==> src/rtl/lkw_pkg.sv <==
package lkw_pkg;
    typedef struct packed {
        logic valid;
        logic err;
    } verdict_t;
endpackage

==> src/rtl/lkw_edge.sv <==
module lkw_edge #(
    parameter int STAGES = 2
) (
    input  logic clk,
    input  logic rst_n,
    input  logic sig_i,
    output logic rise_o
);
    typedef struct packed {
        logic [STAGES-1:0] sh;
        logic              prev;
    } st_t;

    st_t s_q, s_d;

    always_comb begin
        s_d      = s_q;
        s_d.sh   = {s_q.sh[STAGES-2:0], sig_i};
        s_d.prev = s_q.sh[STAGES-1];
    end

    always_ff @(posedge clk or negedge rst_n) begin
        if (!rst_n) s_q <= '0;
        else        s_q <= s_d;
    end

    assign rise_o = s_q.sh[STAGES-1] & ~s_q.prev;
endmodule

==> src/rtl/lkw_phase.sv <==
module lkw_phase
    import lkw_pkg::*;
#(
    parameter int WIN = 3
) (
    input  logic     clk,
    input  logic     rst_n,
    input  logic     ref_rise_i,
    input  logic     fb_rise_i,
    output verdict_t verdict_o
);
    localparam int AW = $clog2(WIN + 2);
    localparam logic [AW-1:0] AGE_SAT = AW'(WIN + 1);
    localparam logic [AW-1:0] WIN_C   = AW'(WIN);
    localparam logic [AW-1:0] ONE_C   = AW'(1);

    typedef struct packed {
        logic [AW-1:0] age;
        logic          pend;
        logic [AW-1:0] pcnt;
    } st_t;

    st_t           s_q, s_d;
    verdict_t      v;
    logic [AW-1:0] age_now;

    always_comb begin
        s_d     = s_q;
        v       = '0;
        age_now = ref_rise_i ? '0 : s_q.age;
        if (s_q.pend) begin
            if (ref_rise_i) begin
                v.valid  = 1'b1;
                s_d.pend = 1'b0;
            end else if (fb_rise_i) begin
                v.valid  = 1'b1;
                v.err    = 1'b1;
                s_d.pcnt = ONE_C;
            end else if (s_q.pcnt >= WIN_C) begin
                v.valid  = 1'b1;
                v.err    = 1'b1;
                s_d.pend = 1'b0;
            end else begin
                s_d.pcnt = s_q.pcnt + ONE_C;
            end
        end else if (fb_rise_i) begin
            if (age_now <= WIN_C) begin
                v.valid = 1'b1;
            end else begin
                s_d.pend = 1'b1;
                s_d.pcnt = ONE_C;
            end
        end
        if (ref_rise_i)             s_d.age = ONE_C;
        else if (s_q.age < AGE_SAT) s_d.age = s_q.age + ONE_C;
    end

    always_ff @(posedge clk or negedge rst_n) begin
        if (!rst_n) begin
            s_q.age  <= AGE_SAT;
            s_q.pend <= 1'b0;
            s_q.pcnt <= '0;
        end else begin
            s_q <= s_d;
        end
    end

    assign verdict_o = v;
endmodule

==> src/rtl/lkw_watchdog.sv <==
module lkw_watchdog #(
    parameter int REF_DIV  = 4,
    parameter int WD_LIMIT = 8
) (
    input  logic clk,
    input  logic rst_n,
    input  logic ref_rise_i,
    input  logic fb_rise_i,
    output logic expire_o
);
    localparam int DW = (REF_DIV > 2) ? $clog2(REF_DIV) : 1;
    localparam int WW = $clog2(WD_LIMIT + 1);
    localparam logic [DW-1:0] DIV_TOP = DW'(REF_DIV - 1);
    localparam logic [WW-1:0] WD_TOP  = WW'(WD_LIMIT);
    localparam logic [WW-1:0] WD_M1   = WW'(WD_LIMIT - 1);

    typedef struct packed {
        logic [DW-1:0] div;
        logic [WW-1:0] wd;
    } st_t;

    st_t  s_q, s_d;
    logic step;

    always_comb begin
        s_d      = s_q;
        expire_o = 1'b0;
        step     = ref_rise_i && (s_q.div == DIV_TOP);
        if (ref_rise_i) s_d.div = step ? '0 : s_q.div + DW'(1);
        if (fb_rise_i) begin
            s_d.wd = '0;
        end else if (step && (s_q.wd != WD_TOP)) begin
            s_d.wd   = s_q.wd + WW'(1);
            expire_o = (s_q.wd == WD_M1);
        end
    end

    always_ff @(posedge clk or negedge rst_n) begin
        if (!rst_n) s_q <= '0;
        else        s_q <= s_d;
    end
endmodule

==> src/rtl/lkw_hyst.sv <==
module lkw_hyst
    import lkw_pkg::*;
#(
    parameter int ERR_LIMIT = 4,
    parameter int OK_NEED   = 32
) (
    input  logic                         clk,
    input  logic                         rst_n,
    input  verdict_t                     verdict_i,
    input  logic                         expire_i,
    output logic                         lock_o,
    output logic [$clog2(ERR_LIMIT+1)-1:0] err_run_o,
    output logic [$clog2(OK_NEED+1)-1:0]   ok_run_o
);
    localparam int EW = $clog2(ERR_LIMIT + 1);
    localparam int OW = $clog2(OK_NEED + 1);
    localparam logic [EW-1:0] ERR_C  = EW'(ERR_LIMIT);
    localparam logic [EW-1:0] ERR_M1 = EW'(ERR_LIMIT - 1);
    localparam logic [OW-1:0] OK_C   = OW'(OK_NEED);
    localparam logic [OW-1:0] OK_M1  = OW'(OK_NEED - 1);

    typedef struct packed {
        logic          lock;
        logic [EW-1:0] err;
        logic [OW-1:0] ok;
    } st_t;

    st_t s_q, s_d;

    always_comb begin
        s_d = s_q;
        if (expire_i) begin
            s_d = '0;
        end else if (verdict_i.valid) begin
            if (!verdict_i.err) begin
                s_d.err = '0;
                if (s_q.ok != OK_C) s_d.ok = s_q.ok + OW'(1);
                if (s_q.ok >= OK_M1) s_d.lock = 1'b1;
            end else begin
                s_d.ok = '0;
                if (s_q.err != ERR_C) s_d.err = s_q.err + EW'(1);
                if (s_q.err >= ERR_M1) s_d.lock = 1'b0;
            end
        end
    end

    always_ff @(posedge clk or negedge rst_n) begin
        if (!rst_n) s_q <= '0;
        else        s_q <= s_d;
    end

    assign lock_o    = s_q.lock;
    assign err_run_o = s_q.err;
    assign ok_run_o  = s_q.ok;
endmodule

==> src/rtl/lock_watch.sv <==
module lock_watch
    import lkw_pkg::*;
#(
    parameter int WIN       = 3,
    parameter int REF_DIV   = 4,
    parameter int WD_LIMIT  = 8,
    parameter int ERR_LIMIT = 4,
    parameter int OK_NEED   = 32,
    parameter int SYNC      = 2
) (
    input  logic                           det_clk,
    input  logic                           rst_n,
    input  logic                           ref_clk_i,
    input  logic                           fb_clk_i,
    output logic                           lock_o,
    output logic [$clog2(ERR_LIMIT+1)-1:0] err_run_o,
    output logic [$clog2(OK_NEED+1)-1:0]   ok_run_o
);
    logic [1:0] raw_in;
    logic [1:0] rise;
    verdict_t   verdict;
    logic       wd_expire;

    assign raw_in = {fb_clk_i, ref_clk_i};

    for (genvar g = 0; g < 2; g++) begin : g_in
        lkw_edge #(.STAGES(SYNC)) u_edge (
            .clk    (det_clk),
            .rst_n  (rst_n),
            .sig_i  (raw_in[g]),
            .rise_o (rise[g])
        );
    end

    lkw_phase #(.WIN(WIN)) u_phase (
        .clk        (det_clk),
        .rst_n      (rst_n),
        .ref_rise_i (rise[0]),
        .fb_rise_i  (rise[1]),
        .verdict_o  (verdict)
    );

    lkw_watchdog #(.REF_DIV(REF_DIV), .WD_LIMIT(WD_LIMIT)) u_wd (
        .clk        (det_clk),
        .rst_n      (rst_n),
        .ref_rise_i (rise[0]),
        .fb_rise_i  (rise[1]),
        .expire_o   (wd_expire)
    );

    lkw_hyst #(.ERR_LIMIT(ERR_LIMIT), .OK_NEED(OK_NEED)) u_hyst (
        .clk       (det_clk),
        .rst_n     (rst_n),
        .verdict_i (verdict),
        .expire_i  (wd_expire),
        .lock_o    (lock_o),
        .err_run_o (err_run_o),
        .ok_run_o  (ok_run_o)
    );
endmodule

==> config.mk <==
export PLATFORM = sky130hd
export DESIGN_NAME = lock_watch
export DESIGN_NICKNAME = d
export VERILOG_FILES = /design/src/rtl/lkw_pkg.sv /design/src/rtl/lkw_edge.sv /design/src/rtl/lkw_phase.sv /design/src/rtl/lkw_watchdog.sv /design/src/rtl/lkw_hyst.sv /design/src/rtl/lock_watch.sv
export SDC_FILE = /design/constraint.sdc
export NUM_CORES = 1
export LEC_CHECK = 0
export BUFFER_PORTS_ARGS = -buffer_cell sky130_fd_sc_hd__buf_4
export CAP_MARGIN = 20
export CELL_PAD_IN_SITES_DETAIL_PLACEMENT = 0
export CELL_PAD_IN_SITES_GLOBAL_PLACEMENT = 1
export CORE_ASPECT_RATIO = 0.8
export CORE_MARGIN = 2
export CORE_UTILIZATION = 40
export DETAILED_ROUTE_END_ITERATION = 8
export GPL_TIMING_DRIVEN = 0
export PLACE_DENSITY = 0.69
export SLEW_MARGIN = 20
export SYNTH_ARGS = -nofsm -noshare
export SYNTH_HDL_FRONTEND = slang
export SYNTH_SLANG_ARGS = --single-unit
export TNS_END_PERCENT = 5
==> constraint.sdc <==
create_clock -name det_clk -period 2.25 [get_ports det_clk]
set_clock_uncertainty 0.05 [all_clocks]
set_input_delay 0.1125 -clock det_clk [delete_from_list [all_inputs] [get_ports det_clk]]
set_output_delay 0.1125 -clock det_clk [all_outputs]
set_load 0.005 [all_outputs]
After elaboration in Yosys (flattened, before gate mapping)
Index checks and enable logic that the tools add are counted.

Bits in registers: 29. Output and inout port bits: 10. Bits of input ports: 4. Logic and storage cells: 81.

$lt $le $gt $ge: 5. Equal/unequal tests: 10. Reductions and logical operators: 12. Bitwise logic cells: 4. Add/subtract/negate cells: 6. Muxes and demuxes: 32.

Operators by type and width (count): $mux 10 (3); $mux 3 (7); $mux 4 (5); $mux 1 (13); $add 3x1->3 const B (3); $ne 3x3->1 const B (3); $reduce_bool 2->1 (4); $add 6x1->6 const B (1); $ge 3x2->1 const B (2); $ge 6x5->1 const B (1); $mux 2 (3); $mux 6 (1); $ne 6x6->1 const B (1); $reduce_bool 3->1 (2); $add 4x1->4 const B (1); $eq 4x3->1 const B (1); $ne 4x4->1 const B (1); $reduce_and 2->1 (2); $reduce_and 4->1 (1); $le 3x2->1 const B (1); $lt 3x3->1 const B (1); $ne 3x2->1 const B (1); $reduce_and 3->1 (1); $add 2x1->2 const B (1); 6 further kinds (9).

Depth between registers and ports, before layout
Gate-level depths: netlist of the first run.

Depth after elaboration: 9. Mapped depth: 7. Mapped depth without buffers: 7.

By module
Synthesis of the first run repeated with hierarchy kept, for this count alone.

Cell total of the unflattened synthesis: 152. Area total of the unflattened synthesis: 1599.0 µm².

Modules (own cells, without submodules): lkw_hyst (cells an instance 74, times used 1, area each 666.9 µm², sequential area each 250.2 µm²); lkw_phase (cells an instance 36, times used 1, area each 392.9 µm², sequential area each 176.4 µm²); lkw_watchdog (cells an instance 34, times used 1, area each 361.6 µm², sequential area each 150.1 µm²); lkw_edge (cells an instance 4, times used 2, area each 88.8 µm², sequential area each 75.1 µm²).

Worst setup path after synthesis of the first run
No wires, ideal clock.

Kind: reg-to-reg. Start point: register u_phase.s_q[0] in the netlist's numbering. End point: register u_phase.s_q[0] in the netlist's numbering. Required time: 2075 ps. Buffers on the path: 0. Setup slack: 259 ps. Library setup time: 125 ps. Cell stages (with the launch flop): 7. Data arrival time: 1817 ps. Period minus slack after synthesis: 1991 ps. Path through: dfrtp_1 -> ha_1 -> ha_1 -> a211o_1 -> a21bo_2 -> a21oi_4 -> mux2_2.

Longest elaborated chain between the ends: 5. Elaborated cells between the ends (all ways): 8.

Ends and longest elaborated chain: start: declaration (line lkw_phase.sv:23) `st_t s_q, s_d;`; $add 3x1->3 (line lkw_phase.sv:44) `s_d.pcnt = s_q.pcnt + ONE_C;`; $mux 3 (line lkw_phase.sv:39) `end else if (s_q.pcnt >= WIN_C) begin`; $mux 3 (line lkw_phase.sv:35) `end else if (fb_rise_i) begin`; $mux 3 (line lkw_phase.sv:32) `if (ref_rise_i) begin`; $mux 4 (line lkw_phase.sv:31) `if (s_q.pend) begin`.

Several ways; a longest one is shown, not always the timed one. The select of a mux whose other input is x is not followed. A chain may end at the register's enable or synchronous reset.

Worst setup path in the final report of the first run
Ends and elaborated chain as after synthesis.

==> run summary, run 1 <==
top-area cell type share of the netlist area = 0.470
CTS tree = built
post-synth cell types = 41
Post-Syn Nets = 151
unrepaired setup endpoints after global routing = false
GRT overflow = 0
1st-iter DRT viols = 69
Worst-Margin Slew = 0.581 ns
synthesized area per cell = 11.0 µm²
Global Route met3 Usage = 0.0497
DR vias/cell = 5.31
Slew headroom = 0.609
number of global-route vias before repair = 1064
Min Hold Slack = 0.257 ns
top cells by area, synth = dfrtp_1 (47%), ha_1 (9.2%), a22o_1 (3.5%)
mapped cell area = 1490 µm²
Arr. time, crit path = 2.24 ns
# resized after CTS = 0
PwrDens = 1020 nW/µm²
register bit count reported by yosys = 29
Post-Route WL = 2830 µm
Clock Pin Slew Worst Setup and Hold Paths = 0.06 ns
fin crit share = 0.948
I/O Pins = 14
met1 Resource Use GR = 0.210
Synth Instances = 136
Core Area = 3490 µm²
Clk Tree Root Cell = clkbuf_8
crit path kind = reg -> reg
initial antenna violation count = 0
Crit path required time = 2.35 ns
busiest grt layer = met2
Final Setup Violations = 0
TritonRoute pass-1 iters = 4
clock latency on the worst-skew pair = 0.27 ns
full die area = 4230 µm²
Clock Path Buffers = 2
share of cells above drive strength 1 = 0.213
largest net degree at the start of global routing = 30
crit-path max FO = 6
maximum clock rate = 469 MHz
port bufs = 13
Leak = 0.861 nW
minimum clock period = 2.13 ns
hold buffer count at cts = 3
GR Layer Usage met2 = 0.231
area growth from synthesis to final layout = 18.1%
GRT Overall Usage = 0.154
diodes inserted = 0
setup_tns = 0 ns
count of final max-slew check failures = 0
drt drc = 0
hpwl dp = 2030 µm
Die W = 72.2 µm
warning count from the yosys run = 0
routability congestion estimate = 0.796
antenna-violating nets left = 0
layout net count = 174
CP Capture Type = flop
TritonCTS Buffers = 5
Synth area leader = dfrtp_1
MaxCap Viol Count = 0
row cnt = 19
startpoint types = flop
initial core utilization = 0.426
routed length per instance = 14.0 µm
Post CTS Setup Buffer Count = 0
H-tree level count = 2
Seq/Total Area, Yosys = 0.488
final-report hold violation count = 0
HP Class = in -> async
Die Span Y = 58.6 µm
status = complete, no violations
first-pass GRT wire length = 4910 µm
VDD IR max = 662 µV
CTS Sinks = 29
Vias = 1073
sequential cells by signal, summed over array words and instances (netlist names):
signal,cells
g_in.u_edge.s_d,4
g_in.u_edge.s_q,2
u_hyst.err_run_o,3
u_hyst.lock_o,1
u_hyst.ok_run_o,6
u_phase.s_q,7
u_wd.s_q,6
cell type report:
cell class	instances	area (µm²)
well taps	42	52.6
plain buffers	2	15.0
clock buffers	8	90.1
multi-input cells	95	711
repair buffers	16	128
fillers	319	1730
inverters	10	37.5
flip-flops and latches	29	727
routing by layer:
metal	vias to the layer above	wire [µm]
li1	521	-
met1	537	1430
met2	13	1290
met3	2	96
met4	0	18
met5	-	0
cells in the final DEF (no fill, tap or decap), types with 2 or more instances in the layout:
cell type and instances:
a21oi_1 5, a22o_1 6, buf_4 15, clkbuf_1 2
clkbuf_8 6, dfrtp_1 28, dlygate4sd3_1 3, ha_1 11
inv_1 10, mux2_2 2, mux2i_1 2, nand2_1 13
nand2b_1 2, nand3_1 4, nor2_1 10, nor2b_1 3
nor2b_2 2, nor3_1 2, o21ai_0 6, o22ai_1 2
xnor2_1 2, xor2_1 2
cell usage after synthesis (all sizes together):
library cell / instances
nor3b: 1
and4b: 1
nand4: 1
inv: 10
xnor2: 2
nand2: 14
o22ai: 2
nor2b: 5
nor3: 3
nand4b: 2
a211oi: 1
a21oi: 6
and3: 1
or2b: 1
o21ai: 7
buf: 2
ha: 11
mux2: 2
a21boi: 1
o211ai: 2
nor4: 1
a21bo: 1
dfstp: 1
o211a: 1
xor2: 2
nor2: 10
nand3: 4
nand2b: 2
a32o: 1
a22o: 6
a21o: 1
a211o: 1
mux2i: 2
dfrtp: 28
through the flow:
step	total power [mW]	util	cell area [µm²]	instances	setup WS, ns
2_1_floorplan	1.17	-	1490	136	0.259
3_3_place_gp	1.34	0.469	1640	191	0.182
3_5_place_dp	1.37	0.469	1640	191	0.128
4_1_cts	1.82	0.504	1760	202	0.118
5_1_grt	1.94	0.504	1760	202	0.0147
6_report	1.79	0.504	1760	202	0.118
final timing paths:
kind / start / cells past startpoint / slack, ns / to
worst max-delay path: u_phase.s_q[0] / 6 / 0.12 / u_phase.s_q[0]
worst min-delay path: rst_n / 2 / 0.26 / u_wd.s_q[0]
worst max register to register: u_phase.s_q[0] / 6 / 0.12 / u_phase.s_q[0]
worst min register to register: g_in[0].u_edge.s_d[2] / 0 / 0.30 / g_in[0].u_edge.s_d[0]
max in group asynchronous: rst_n / 2 / 1.58 / u_phase.s_q[6]
min in group det_clk: g_in[0].u_edge.s_d[2] / 0 / 0.30 / g_in[0].u_edge.s_d[0]
cell families (layout without fill, tap and decap cells):
group	Yosys count	in the layout	synth area share
compound gates	30	30	0.158
xor+xnor	4	4	0.0235
fa+ha+maj	11	11	0.0924
buf+inv	12	36	0.0353
flops	29	29	0.488
mux	4	4	0.0285
simple gates	46	46	0.175
critical path, cell delays in order (launching register included):
cell     delay [ns]
dfrtp_1        0.41
ha_1           0.22
ha_1           0.18
a211o_1        0.35
a21bo_2        0.26
a21oi_4        0.19
mux2_2         0.36
power breakdown:
part	internal, mW	switching [mW]	total [mW]
sequential	0.654	0.147	0.802
combinational	0.295	0.265	0.560
clock	0.249	0.182	0.431
(Power assumes the default switching activity.)
==> run 2, diff against run 1 <==
- clock period: 2.25 -> 2.2 ns (I/O delays scaled with it)
==> run 2 against run 1 <==
Compared with the run above:
- maximum frequency rose by 1.9%
- highest routed layer unchanged
- register-to-register slack barely moved
- utilization up 0.43 points
- via count rose by 1.0%
==> run summary, run 2 (same netlist as run 1, synthesis figures left out) <==
Placed Cells incl. Taps = 191 (unchanged)
drt drc = 0 (unchanged)
layout net count = 176 (+1.1%)
Worst-Margin Slew = 0.584 ns (+0.00207 ns)
DR vias/cell = 5.31 (about the same)
clock power share = 0.239 (about the same)
TritonCTS Buffers = 5 (unchanged)
row cnt = 19 (unchanged)
Die Span Y = 58.6 µm (unchanged)
routed length per instance = 13.9 µm (-0.88%)
fin crit share = 0.951 (+0.00328)
PwrDens = 1040 nW/µm² (+1.8%)
reg2reg path depth = 6 (unchanged)
Die W = 72.2 µm (unchanged)
share of cells above drive strength 1 = 0.222 (+0.00972)
largest net degree at the start of global routing = 30 (unchanged)
clock latency on the worst-skew pair = 0.27 ns (about the same)
worst r2r src = u_phase.s_q[0]
Core Area = 3490 µm² (unchanged)
CP Launch Point = u_phase.s_q[0]
full die area = 4230 µm² (unchanged)
Clock Pin Slew Worst Setup and Hold Paths = 0.06 ns (about the same)
Comb pwr share = 0.315 (+0.002)
Arr. time, crit path = 2.19 ns (-0.05 ns)
final-report hold violation count = 0 (unchanged)
Worst R2R End = u_phase.s_q[0]
unrepaired setup endpoints after global routing = false
initial antenna violation count = 0 (unchanged)
hpwl dp = 2030 µm (unchanged)
crit path kind = reg -> reg
Crit path required time = 2.30 ns (-0.05 ns)
count of final max-slew check failures = 0 (unchanged)
Final Setup Violations = 0 (unchanged)
MaxCap Viol Count = 0 (unchanged)
Slew headroom = 0.607 (-0.00139)
crit-path max FO = 6 (unchanged)
H-tree level count = 2 (unchanged)
status = complete, no violations
CTS tree = built
Clk Tree Root Cell = clkbuf_8
I/O Pins = 14 (unchanged)
first-pass GRT wire length = 4910 µm (unchanged)
GRT overflow = 0 (unchanged)
diodes inserted = 0 (unchanged)
maximum clock rate = 478 MHz (+1.9%)
crit path to = u_phase.s_q[0]
CTS Sinks = 29 (unchanged)
Power Total = 1.84 mW (+2.7%)
Leak = 0.869 nW (+0.98%)
Pint = 1.23 mW (+2.8%)
max reg flops = 7 (unchanged)
CP Capture Type = flop
initial core utilization = 0.426 (unchanged)
port bufs = 13 (unchanged)
GRT Overall Usage = 0.154 (unchanged)
number of global-route vias before repair = 1064 (unchanged)
Finished Layout Cells = 204 (+0.99%)
commonest non-fill, non-tap cell in the layout = dfrtp_1
final core occ = 0.508 (+0.00430)
Vias = 1084 (+1.0%)
# resized after CTS = 0 (unchanged)
Post-Route WL = 2830 µm (+0.11%)
Clock Path Buffers = 2 (unchanged)
startpoint types = flop
VDD IR max = 684 µV (+3.2%)
Filler cells = 317 (-0.63%)
area growth from synthesis to final layout = 19.1%
switching share of total power = 0.331 (-0.000675)
Largest Register = u_phase.s_q
Sequential Power Share = 0.446 (about the same)
HP Class = in -> async
routability congestion estimate = 0.796 (unchanged)
FF-to-FF setup slack = 0.11 ns (about the same)
minimum clock period = 2.09 ns (-0.0402 ns)
commonest cells after routing, fill and taps aside = dfrtp_1 (28), buf_4 (17), nand2_1 (13), ha_1 (11)
TritonRoute pass-1 iters = 4 (unchanged)
1st-iter DRT viols = 74 (+7.2%)
setup_tns = 0 ns (unchanged)
switching power = 0.609 mW (+2.5%)
antenna-violating nets left = 0 (unchanged)
## run 2: area by class of cell
cell class | instances | area (µm²) | area share
buffer | 2 | 15.0 | 0.00846
clock buffer | 8 | 90.1 | 0.0507
inverter | 10 | 37.5 | 0.0211
multi-input combinational | 95 | 711 | 0.400
sequential | 29 | 727 | 0.409
tap | 42 | 52.6 | 0.0296
timing repair buffer | 18 | 143 | 0.0803
## run 2: per-stage QoR
step / worst slack [ns] / instance area, µm² / hold slack, ns
floorplan: 0.209 / 1490 / -0.236
global placement: 0.132 / 1640 / 0.00335
detailed placement: 0.0780 / 1640 / 0.0105
CTS: 0.0678 / 1760 / 0.257
global route: 0.0244 / 1780 / 0.280
finish: 0.108 / 1780 / 0.254
## run 2: power groups by stage
stage               clock [mW]  combinational [mW]  sequential (mW)
CTS                      0.461               0.579            0.821
global route             0.487               0.660            0.848
floorplan                    0               0.392            0.801
detailed placement           0               0.572            0.829
finish                   0.440               0.580            0.821
global placement             0               0.547            0.819
## run 2: routing by layer
metal	part of all wire	up-vias	global-route usage
li1	-	526	-
met1	0.50	537	0.210
met2	0.46	19	0.231
met3	0.039	2	0.0497
met4	0.0064	0	0.0593
met5	0	-	0
## run 2: timing repair
action / 4_1_cts / 5_1_grt
setup endpoints to repair: 0 / 4
hold buffers: 3 / 0
endpoints found under the hold margin: 30 / 0
setup buffers: 0 / 2
## run 2: worst max-delay path, stage by stage, from the launching register on
cell and delay, ns:
dfrtp_1 0.41, ha_1 0.22, ha_1 0.18, a211o_1 0.31, a21bo_2 0.26, a21oi_4 0.19
mux2_2 0.36
## run 2: worst min path at each step
| stage | start | endpoint | slack, ns | depth (start not counted) |
|---|---|---|---|---|
| 5_1_grt | rst_n | g_in[1].u_edge.s_d[2] | 0.28 | 2 |
| 3_5_place_dp | rst_n | g_in[0].u_edge.s_q[0] | 0.01 | 1 |
| 6_report | rst_n | u_wd.s_q[0] | 0.25 | 2 |
| 4_1_cts | rst_n | g_in[1].u_edge.s_d[2] | 0.26 | 2 |
| 2_1_floorplan | rst_n | g_in[0].u_edge.s_d[0] | -0.24 | 0 |
| 3_3_place_gp | rst_n | g_in[0].u_edge.s_d[2] | 0.003 | 1 |
